--- config.mk ---
export PLATFORM = sky130hd
export DESIGN_NAME = rlc_capture
export DESIGN_NICKNAME = d
export VERILOG_FILES = /design/src/rtl/rlc_pkg.sv /design/src/rtl/rlc_sync.sv /design/src/rtl/rlc_run_tracker.sv /design/src/rtl/rlc_entry_buf.sv /design/src/rtl/rlc_capture.sv
export SDC_FILE = /design/constraint.sdc
export NUM_CORES = 1
export LEC_CHECK = 0
export BUFFER_PORTS_ARGS = -buffer_cell sky130_fd_sc_hd__buf_2
export CORE_ASPECT_RATIO = 0.6
export CORE_MARGIN = 4
export CORE_UTILIZATION = 55
export DETAILED_ROUTE_END_ITERATION = 7
export PLACE_DENSITY = 0.73
export RECOVER_POWER = 100
export SYNTH_ARGS = -nofsm -noshare
export SYNTH_HDL_FRONTEND = slang
export SYNTH_SLANG_ARGS = --single-unit
export TNS_END_PERCENT = 5
--- constraint.sdc ---
create_clock -name clk -period 11.6 [get_ports clk]
set_clock_uncertainty 0.15 [all_clocks]
set_input_delay 1.74 -clock clk [delete_from_list [all_inputs] [get_ports clk]]
set_output_delay 1.74 -clock clk [all_outputs]
set_load 0.005 [all_outputs]
--- src/rtl/rlc_pkg.sv ---
package rlc_pkg;

    localparam int DUR_W   = 13;
    localparam int LVL_W   = 2;
    localparam int ENTRY_W = LVL_W + 1 + DUR_W;
    localparam int SCALE_SH = 4;

    localparam logic [DUR_W-1:0] DUR_MAX  = {DUR_W{1'b1}};
    localparam logic [DUR_W-1:0] DUR_ONE  = DUR_W'(1);
    localparam logic [DUR_W-1:0] SCALE_MIN = DUR_W'(1 << SCALE_SH);

    // bit 1 = transmit-enable level, bit 0 = data level
    typedef logic [LVL_W-1:0] lvl_t;

    typedef struct packed {
        logic             en;
        logic             dat;
        logic             x16;
        logic [DUR_W-1:0] dur;
    } entry_t;

    typedef enum logic {
        CAP_IDLE = 1'b0,
        CAP_RUN  = 1'b1
    } cap_state_e;

    function automatic logic scalable(input logic [DUR_W-1:0] len);
        return (len >= SCALE_MIN) && (len[SCALE_SH-1:0] == '0);
    endfunction

    function automatic entry_t make_entry(input lvl_t lvl,
                                          input logic [DUR_W-1:0] len,
                                          input logic use_scale);
        entry_t e;
        e.en  = lvl[1];
        e.dat = lvl[0];
        e.x16 = use_scale;
        e.dur = use_scale ? (len >> SCALE_SH) : len;
        return e;
    endfunction

endpackage

--- src/rtl/rlc_sync.sv ---
module rlc_sync #(
    parameter int W      = 2,
    parameter int STAGES = 2
) (
    input  logic         clk,
    input  logic         rst,
    input  logic [W-1:0] din,
    output logic [W-1:0] dout
);
    logic [W-1:0] stg [STAGES];

    always_ff @(posedge clk) begin
        if (rst) stg[0] <= '0;
        else     stg[0] <= din;
    end

    for (genvar i = 1; i < STAGES; i++) begin : g_stage
        always_ff @(posedge clk) begin
            if (rst) stg[i] <= '0;
            else     stg[i] <= stg[i-1];
        end
    end

    assign dout = stg[STAGES-1];
endmodule

--- src/rtl/rlc_run_tracker.sv ---
module rlc_run_tracker
    import rlc_pkg::*;
#(
    parameter bit SCALE_EN = 1'b1
) (
    input  logic   clk,
    input  logic   rst,
    input  lvl_t   sample,
    input  logic   start,
    input  logic   stop,
    input  logic   halt,
    output logic   running,
    output logic   emit,
    output entry_t entry
);
    cap_state_e       state;
    lvl_t             run_lvl;
    logic [DUR_W-1:0] run_len;
    logic             changed;
    logic             saturated;
    logic             scale_ok;

    assign running   = (state == CAP_RUN);
    assign changed   = (sample != run_lvl);
    assign saturated = (run_len == DUR_MAX);
    assign emit      = running && (stop || changed || saturated);

    if (SCALE_EN) begin : g_scale
        assign scale_ok = scalable(run_len);
    end else begin : g_plain
        assign scale_ok = 1'b0;
    end

    assign entry = make_entry(run_lvl, run_len, scale_ok);

    always_ff @(posedge clk) begin
        if (rst) begin
            state   <= CAP_IDLE;
            run_lvl <= '0;
            run_len <= '0;
        end else begin
            case (state)
                CAP_IDLE: begin
                    if (start) begin
                        state   <= CAP_RUN;
                        run_lvl <= sample;
                        run_len <= DUR_ONE;
                    end
                end
                CAP_RUN: begin
                    if (halt || stop) begin
                        state <= CAP_IDLE;
                    end else if (changed || saturated) begin
                        run_lvl <= sample;
                        run_len <= DUR_ONE;
                    end else begin
                        run_len <= run_len + DUR_ONE;
                    end
                end
                default: state <= CAP_IDLE;
            endcase
        end
    end
endmodule

--- src/rtl/rlc_entry_buf.sv ---
module rlc_entry_buf
    import rlc_pkg::*;
#(
    parameter int DEPTH = 64,
    localparam int AW   = $clog2(DEPTH)
) (
    input  logic               clk,
    input  logic               rst,
    input  logic               clear,
    input  logic               wr_req,
    input  entry_t             wr_entry,
    input  logic [AW-1:0]      rd_addr,
    output logic [ENTRY_W-1:0] rd_data,
    output logic [AW:0]        count,
    output logic               overflow,
    output logic               full
);
    localparam logic [AW:0] DEPTH_C = (AW+1)'(DEPTH);
    localparam logic [AW:0] CNT_ONE = (AW+1)'(1);

    logic [ENTRY_W-1:0] mem [DEPTH];
    logic               do_write;

    assign full     = (count == DEPTH_C);
    assign do_write = wr_req && !full;

    always_ff @(posedge clk) begin
        if (rst) begin
            count    <= '0;
            overflow <= 1'b0;
        end else if (clear) begin
            count    <= '0;
            overflow <= 1'b0;
        end else if (do_write) begin
            count <= count + CNT_ONE;
        end else if (wr_req) begin
            overflow <= 1'b1;
        end
    end

    always_ff @(posedge clk) begin
        if (do_write) mem[count[AW-1:0]] <= wr_entry;
    end

    always_ff @(posedge clk) begin
        rd_data <= mem[rd_addr];
    end
endmodule

--- src/rtl/rlc_capture.sv ---
module rlc_capture
    import rlc_pkg::*;
#(
    parameter int DEPTH       = 64,
    parameter int SYNC_STAGES = 2,
    parameter bit SCALE_EN    = 1'b1,
    localparam int AW         = $clog2(DEPTH)
) (
    input  logic               clk,
    input  logic               rst,
    input  logic               pin_en_i,
    input  logic               pin_data_i,
    input  logic               start_i,
    input  logic               stop_i,
    input  logic [AW-1:0]      rd_addr_i,
    output logic [ENTRY_W-1:0] rd_data_o,
    output logic [AW:0]        entry_count_o,
    output logic               overflow_o
);
    lvl_t   pins_sync;
    logic   running;
    logic   emit;
    logic   buf_full;
    logic   halt;
    logic   clear;
    entry_t cur_entry;

    assign halt  = emit && buf_full;
    assign clear = start_i && !running;

    rlc_sync #(.W(LVL_W), .STAGES(SYNC_STAGES)) u_sync (
        .clk  (clk),
        .rst  (rst),
        .din  ({pin_en_i, pin_data_i}),
        .dout (pins_sync)
    );

    rlc_run_tracker #(.SCALE_EN(SCALE_EN)) u_track (
        .clk     (clk),
        .rst     (rst),
        .sample  (pins_sync),
        .start   (start_i),
        .stop    (stop_i),
        .halt    (halt),
        .running (running),
        .emit    (emit),
        .entry   (cur_entry)
    );

    rlc_entry_buf #(.DEPTH(DEPTH)) u_buf (
        .clk      (clk),
        .rst      (rst),
        .clear    (clear),
        .wr_req   (emit),
        .wr_entry (cur_entry),
        .rd_addr  (rd_addr_i),
        .rd_data  (rd_data_o),
        .count    (entry_count_o),
        .overflow (overflow_o),
        .full     (buf_full)
    );
endmodule

* After elaboration in Yosys (flattened, before gate mapping)
Memory sizes are Yosys's and may differ from the RTL's. A register that Yosys moved wholly into a read port is not among the register bits.
Cells that the tools add are included.
** Word-level totals
- Bits in registers :: 24
- Memory bits (writable) :: 1028
- Input port bits :: 12
- Output and inout bits :: 24
- Word-level logic and storage cells :: 55
- Memories :: 2
** Cells by class
- $add $sub $neg :: 2
- Magnitude comparators :: 1
- Eq/ne operators :: 6
- Muxes and demuxes :: 19
- Bitwise logic cells :: 4
- Reductions and logical operators :: 16
** Memory list
- u_buf.mem :: words 64, width 16, rd ports 1, clocked after Yosys merged registers in 1, write ports 1, RTL line rlc_entry_buf.sv:21 : logic [ENTRY_W-1:0] mem [DEPTH];
- u_sync.stg :: words 2, width 2, rd ports 2, clocked after Yosys merged registers in 0, write ports 2, RTL line rlc_sync.sv:10 : logic [W-1:0] stg [STAGES];
** Operator list (count)
- 13-bit two-way mux :: 4
- 13-bit one-hot mux with 2 select lines :: 1
- 13-bit by 1-bit adder with 13-bit output (second input constant) :: 1
- 13-bit == test (second input constant) :: 1
- 13-bit by 5-bit >= comparator with 1-bit output (second input constant) :: 1
- 2-bit two-way mux :: 5
- 7-bit by 1-bit adder with 7-bit output (second input constant) :: 1
- 7-bit == test (second input constant) :: 1
- 1-bit two-way mux :: 7
- 2-bit != test (second input constant) :: 3
- 1-bit logical AND :: 5
- 4-bit zero test :: 1
- 1-bit logical OR :: 4
- 2-bit one-hot mux with 2 select lines :: 1
- 2-bit AND reduction :: 2
- 3-bit AND reduction :: 1
- 1-bit zero test :: 2
- 2-bit != test :: 1
- 1-bit inverter :: 2
- 1-bit OR :: 2
- 1-bit one-hot mux with 2 select lines :: 1
- 2-bit OR reduction :: 1

* Logic depth before layout (Yosys ltp)
Gate-level depths: netlist of the first run.
- Depth after elaboration :: 8
- Gate-level depth with buffers :: 9
- Mapped depth without buffers :: 7

* Hierarchy
A second synthesis of the first run with hierarchy kept.
** Second synthesis, totals
- Cell total of the unflattened synthesis :: 1887
- Area, all modules :: 41203.3 um^2
** Modules (own cells, without submodules)
- rlc_entry_buf :: instances 1, cells each 1739, area an instance 40010.9 um^2
- rlc_run_tracker :: instances 1, cells each 138, area an instance 1067.3 um^2
- rlc_sync :: instances 1, cells each 8, area an instance 105.1 um^2
- rlc_capture :: instances 1, cells each 2, area an instance 20.0 um^2

* Least setup slack after synthesis of the first run
OpenSTA, ideal clock, no wires.
- Path kind :: reg2reg
- Start point :: register u_track.run_len[6]
- End point :: memory u_buf.mem[0][4] (netlist name), data pin
- Arrival time :: 4386 ps
- Data required time :: 10749 ps
- Slack :: 6363 ps
- Cell stages (with the launch flop) :: 7
- Path buffers :: 2
- Clock period less this slack :: 5237 ps
- Path through :: dfxtp_1 > buf_2 > nor4_1 > and4_1 > nor4b_2 > clkbuf_1 > o21ai_0
** RTL lines
- start: declaration :: RTL line rlc_run_tracker.sv:18 : logic [DUR_W-1:0] run_len;
- start signal: assignment :: RTL line rlc_run_tracker.sv:57 : run_len <= run_len + DUR_ONE;
- end: declaration :: RTL line rlc_entry_buf.sv:21

==> run metrics, run 1 <==
Starting Density=0.5607; port bufs=35; DR WL/cell=30.96 um; row cnt=77; clock power share=0.402; most instantiated cells after synthesis=edfxtp_1 (1024), mux2i_1 (246), mux4_2 (122), a22oi_1 (111), nor2_1 (107); die area=0.08033 sq mm; synthesized flop and latch total=1068; routed vias/inst=6.606; post-synthesis mux area share=0.1308; main combinational cell family by area after synthesis=multiplexers; Design Power=7524 uW; Worst EP arrival=7720 ps; top-count cell post-synth=edfxtp_1; top cell type's share of synthesized area=0.7384; Critical Path End Type=flip-flop; initial antenna violation count=8; Hold Path Class=reg -> reg; global route overflow=0; Clock transition at path regs=70 ps; vias in the first global route=21420; Detail Route Antenna Nets=0; Finish-stage setup viols=0; Clock Sinks=1068; Worst VDD drop=0.1399 mV; CTS tree=done; Clock Path Buffers=3; Post CTS Setup Buffer Count=0; Primary FF master, synth=edfxtp_1; Syn Nets=2240; Num CTS Buffers=93; GP Congestion=0.9089; Synth Area in Adders=0.001202; total core area=0.07428 sq mm; Die Span Y=221.2 um; CTS root buf=clkbuf_16; hold buffers post-CTS=0; f_max=127.2 MHz; via count=22380; Area Overhead vs Synth=10.06%; Post-synth EDFFs=1024; clk_lat worst skew=680 ps; Cell Count Post-Placement=3210; Rel. slew slack=-1.746; largest net degree at the start of global routing=127; gate count after technology mapping=2224; Final Max Slew Viols=936; PwrDens=164.1 mW/mm^2; Final min period=7860 ps; Synth Cell Area=0.04165 sq mm; TritonRoute pass-1 iters=5; sw frac=0.2114; register area=0.03163 sq mm; XOR/XNOR Fraction of Synth Area=0.001682; RSZ-0062 raised after global routing=false; Multi-input gate area=0.009376 sq mm; Tcrit/Tclk final=0.6776; Post-DP HPWL=63.78 mm; gr usage total=0.2614; Synth Area in Compound Gates=0.04576; combinational share of power=0.039; final hold vios=0; sw power=1591 uW; CTS HTree Levels=3; fillers=5180; synth warn=0; Iter 0 DRT Violations=3263; CP startpoint kind=flip-flop; Crit Path Class=reg -> reg; nets@finish=2334; failing checks=capacitance limit, slew limit; library cells used by synthesis=67; Tightest Pin Transition=4119 ps; Max-cap violations=20; cts repair resizes=0; Pint=5933 uW; sequential share of power=0.559; Area contributors post-synth=edfxtp_1 (74%), mux4_2 (6.6%), mux2i_1 (5.9%); DRC=0; final wirelength=104.9 mm; Leakage=0.01505 uW; layout cell share with drive strength beyond 1=0.1393; setup_tns=0 ps; Die X=363.2 um; first-pass GRT wire length=152.0 mm; Avg Synthesized Cell Area=18.73 sq um; final std cells w/o fill=3388; asr flop ratio synth=0; IO Pins=36; sequential share of the synthesized area=0.7595; CP max FO=78; Req. time, crit path=11460 ps; post-synth top area cell=edfxtp_1; post-synthesis simple-gate area fraction=0.04446; status=finished, violations left
## path summary, 6_finish.rpt
path                                          from                to  slack [ps]  cells past startpoint
worst max-delay path            u_track.run_len[5]  u_buf.mem[12][4]        3740                      6
worst min-delay path              u_sync.stg[0][1]  u_sync.stg[1][1]         310                      1
worst max register to register  u_track.run_len[5]  u_buf.mem[12][4]        3740                      6
worst min register to register    u_sync.stg[0][1]  u_sync.stg[1][1]         310                      1
## power by group through the flow
| stage | registers, uW | logic (uW) | clock network [uW] |
|---|---|---|---|
| floorplan | 4280 | 188 | 0 |
| global placement | 4290 | 286 | 0 |
| detailed placement | 4290 | 291 | 0 |
| CTS | 4200 | 293 | 3060 |
| global route | 4200 | 311 | 3240 |
| finish | 4200 | 295 | 3020 |
## cells in the final DEF (no fill, tap or decap), drive strengths merged, types with 16 or more instances in the layout
cell type and count:
a211oi 33, a21oi 16, a22oi 111, buf 31, clkbuf 215, clkinv 44, dfxtp 44, edfxtp 1024
mux2 21, mux2i 246, mux4 122, nand2 39, nand3 65, nand4 18, nor2 107, nor2b 28
o22ai 34
## through the flow
stage,setup slack (ps),instance area [sq um],hold WS [ps],util
global route,3376,45830,331.0,0.6169
floorplan,6363,41650,263.8,-
detailed placement,5992,43280,295.1,0.5827
finish,3740,45840,305.1,0.6171
CTS,6706,46220,307.4,0.6222
global placement,6097,43280,268.3,0.5827
## per-layer routing
layer / wire length (um) / global-route usage / up-vias / share of wire
met4: 2397 / 0.05957 / 4 / 0.023
met5: 27 / 0 / - / 0.00026
met3: 15710 / 0.1077 / 160 / 0.15
met1: 42890 / 0.3990 / 11570 / 0.41
li1: - / - / 9262 / -
met2: 43850 / 0.3530 / 1383 / 0.42
## worst max-delay path, cell delays in order (launching register included)
cell and delay [ps]:
dfxtp_1 540, nor3_1 70, and4_1 210, nor4b_1 360
clkbuf_1 2920, o21ai_0 1650, clkbuf_1 1260
## logic make-up (layout without fill, tap and decap cells)
logic type,count (synthesis),after routing
muxes,389,389
buffers and inverters,141,314
DFF,1068,1068
xor gates and xnor gates,8,8
and+or+nand+nor,351,351
AOI/OAI and AO/OA,263,263
adders and majority gates,4,4
other,0,4
## final cells by class
class | count | share of cell area
multi-input cells | 1015 | 0.2046
clock inverters | 58 | 0.009582
clock buffers | 116 | 0.05449
diodes | 4 | 0.0002184
inverters | 10 | 0.0008189
repair buffers | 130 | 0.01329
flip-flops and latches | 1068 | 0.6901
well taps | 987 | 0.02694
## sequential cells by signal, summed over array words and instances (netlist names)
register / count
u_track.run_lvl: 2
u_buf.count: 7
u_buf.rd_data: 16
u_buf.mem: 1024
u_track.running: 1
u_buf.overflow: 1
u_sync.stg: 4
u_track.run_len: 13
(Power assumes the default switching activity.)
==> inputs of run 2 (changes only) <==
Settings changed: PLACE_DENSITY 0.73 to 0.76.
Clock period 11.6 ns to 7.2 ns, I/O delays scaled along.
==> run 2 against run 1 <==
Effect of this change: the flow still finishes with violations (capacitance limit, slew limit); largest cell class unchanged; critical path type unchanged; register-to-register slack got worse by 2000 ps; via count rose by 0.92%; power is 62% higher; core utilization increased by 0.16 points.
==> run metrics, run 2 (synthesized netlist as in run 1, its figures left out) <==
IO Pins=36; worst r2r path cells=6; Setup crit start=u_track.run_len[6]; Crit Path Class=reg -> reg; largest net degree at the start of global routing=84; failing checks=capacitance limit, slew limit; placed inst area=0.04329 sq mm; PwrDens=265.5 mW/mm^2; total core area=0.07428 sq mm; Max-cap violations=17; final wirelength=105.1 mm; gr usage total=0.2608; most common cell after layout, fill and taps aside=edfxtp_1; TritonRoute pass-1 iters=6; GP Congestion=0.9029; Post-DP HPWL=62.40 mm; Rel. slew slack=-1.388; CP max stage delay=2510 ps; Top cell by count, worst path=clkbuf_1; CTS HTree Levels=3; Die Span Y=221.2 um; Iter 0 DRT Violations=3374; Starting Density=0.5607; Area Overhead vs Synth=10.34%; Critical Path End Type=flip-flop; Final min period=5482 ps; clock power share=0.406; R2R Path Start=u_track.run_len[6]; CTS root buf=clkbuf_16; Req. time, crit path=6980 ps; CP cell instances=nor4_1 -> and4_1 -> nor4b_4 -> clkbuf_1 -> nor2_4 -> clkbuf_1; CTS tree=done; hold buffers post-CTS=0; layout cell share with drive strength beyond 1=0.1481; fillers=5088; Pint=9663 uW; setup_tns=0 ps; Buf/Inv on CP=2; most frequent cells in the layout=edfxtp_1 (1024), mux2i_1 (246), mux4_2 (122), clkbuf_1 (113), a22oi_1 (111); vias in the first global route=21900; sequential share of power=0.555; first-pass GRT wire length=152.7 mm; design area=0.04595 sq mm; DRC=0; Post CTS Setup Buffer Count=0; Tcrit/Tclk final=0.7613; sw frac=0.2081; die area=0.08033 sq mm; RSZ-0062 raised after global routing=false; CP max FO=65; Slowest-stage cell, CP=clkbuf_1; combinational share of power=0.039; f_max=182.4 MHz; DR WL/cell=31.03 um; status=finished, violations left; initial antenna violation count=10; via count=22590; routed vias/inst=6.670; crit path capture=u_buf.mem[43][12]; critical path depth=6; Worst EP arrival=5260 ps; CP startpoint kind=flip-flop; Detail Route Antenna Nets=0; Clock transition at path regs=70 ps; global route overflow=0; Tightest Pin Transition=3581 ps; register-to-register setup slack=1720 ps; max reg flops=1024; port bufs=35; sw power=2539 uW; Setup WS post-layout=1718 ps; dpl ws=1943 ps; Clock Path Buffers=3; clk_lat worst skew=650 ps; Multi-input gate area=0.009414 sq mm; Hold Path Class=reg -> reg; Final Max Slew Viols=843; Finish-stage setup viols=0; cts repair resizes=0; Clock Sinks=1068; nets@finish=2336; register area=0.03163 sq mm; Crit path max-delay family=buffers and inverters; FF-to-FF End=u_buf.mem[43][12]; final hold vios=0; Num CTS Buffers=92; row cnt=77; Design Power=12200 uW; Worst VDD drop=0.2701 mV; Leakage=0.01528 uW; Die X=363.2 um
## run 2: metal layers
| layer | track usage | vias to the layer above | wire length [um] |
|---|---|---|---|
| met1 | 0.3963 | 11600 | 42370 |
| met3 | 0.09318 | 172 | 15160 |
| met5 | 0 | - | 48 |
| met4 | 0.05983 | 8 | 2229 |
| met2 | 0.3648 | 1560 | 45270 |
| li1 | - | 9247 | - |
## run 2: cell type report
| type | instances | area share |
|---|---|---|
| flip-flops and latches | 1068 | 0.6883 |
| multi-input cells | 1015 | 0.2049 |
| clock buffers | 129 | 0.05669 |
| well taps | 987 | 0.02687 |
| repair buffers | 133 | 0.01372 |
| clock inverters | 42 | 0.008577 |
| inverters | 10 | 0.0008168 |
| diodes | 2 | 0.0001089 |
## run 2: worst register-to-register path, stage by stage (launching register included)
cell and delay (ps):
dfxtp_1 390, nor4_1 270, and4_1 270, nor4b_4 120, clkbuf_1 700, nor2_4 250
clkbuf_1 2510
## run 2: how the worst min path moves through the flow
stage | depth (start not counted) | slack (ps) | startpoint | end
floorplan | 1 | 260 | u_sync.stg[0][0] | u_sync.stg[1][0]
global placement | 1 | 300 | u_sync.stg[0][1] | u_sync.stg[1][1]
detailed placement | 1 | 320 | u_sync.stg[0][1] | u_sync.stg[1][1]
CTS | 1 | 340 | u_sync.stg[0][1] | u_sync.stg[1][1]
global route | 1 | 350 | u_sync.stg[0][1] | u_sync.stg[1][1]
finish | 1 | 330 | u_sync.stg[0][1] | u_sync.stg[1][1]
## run 2: per-stage QoR
step           hold WS (ps)    util  std cells
2_1_floorplan         263.8       -       2224
3_3_place_gp          298.1  0.5827       3212
3_5_place_dp          315.5  0.5827       3212
4_1_cts               337.2  0.6231       3383
5_1_grt               347.3  0.6186       3384
6_report              332.1  0.6186       3386
## run 2: power groups by stage
stage	Combinational (uW)	Sequential, uW	Clock (uW)
floorplan	303	6890	0
global placement	459	6900	0
detailed placement	466	6900	0
CTS	470	6770	5010
global route	499	6770	5280
finish	476	6770	4960
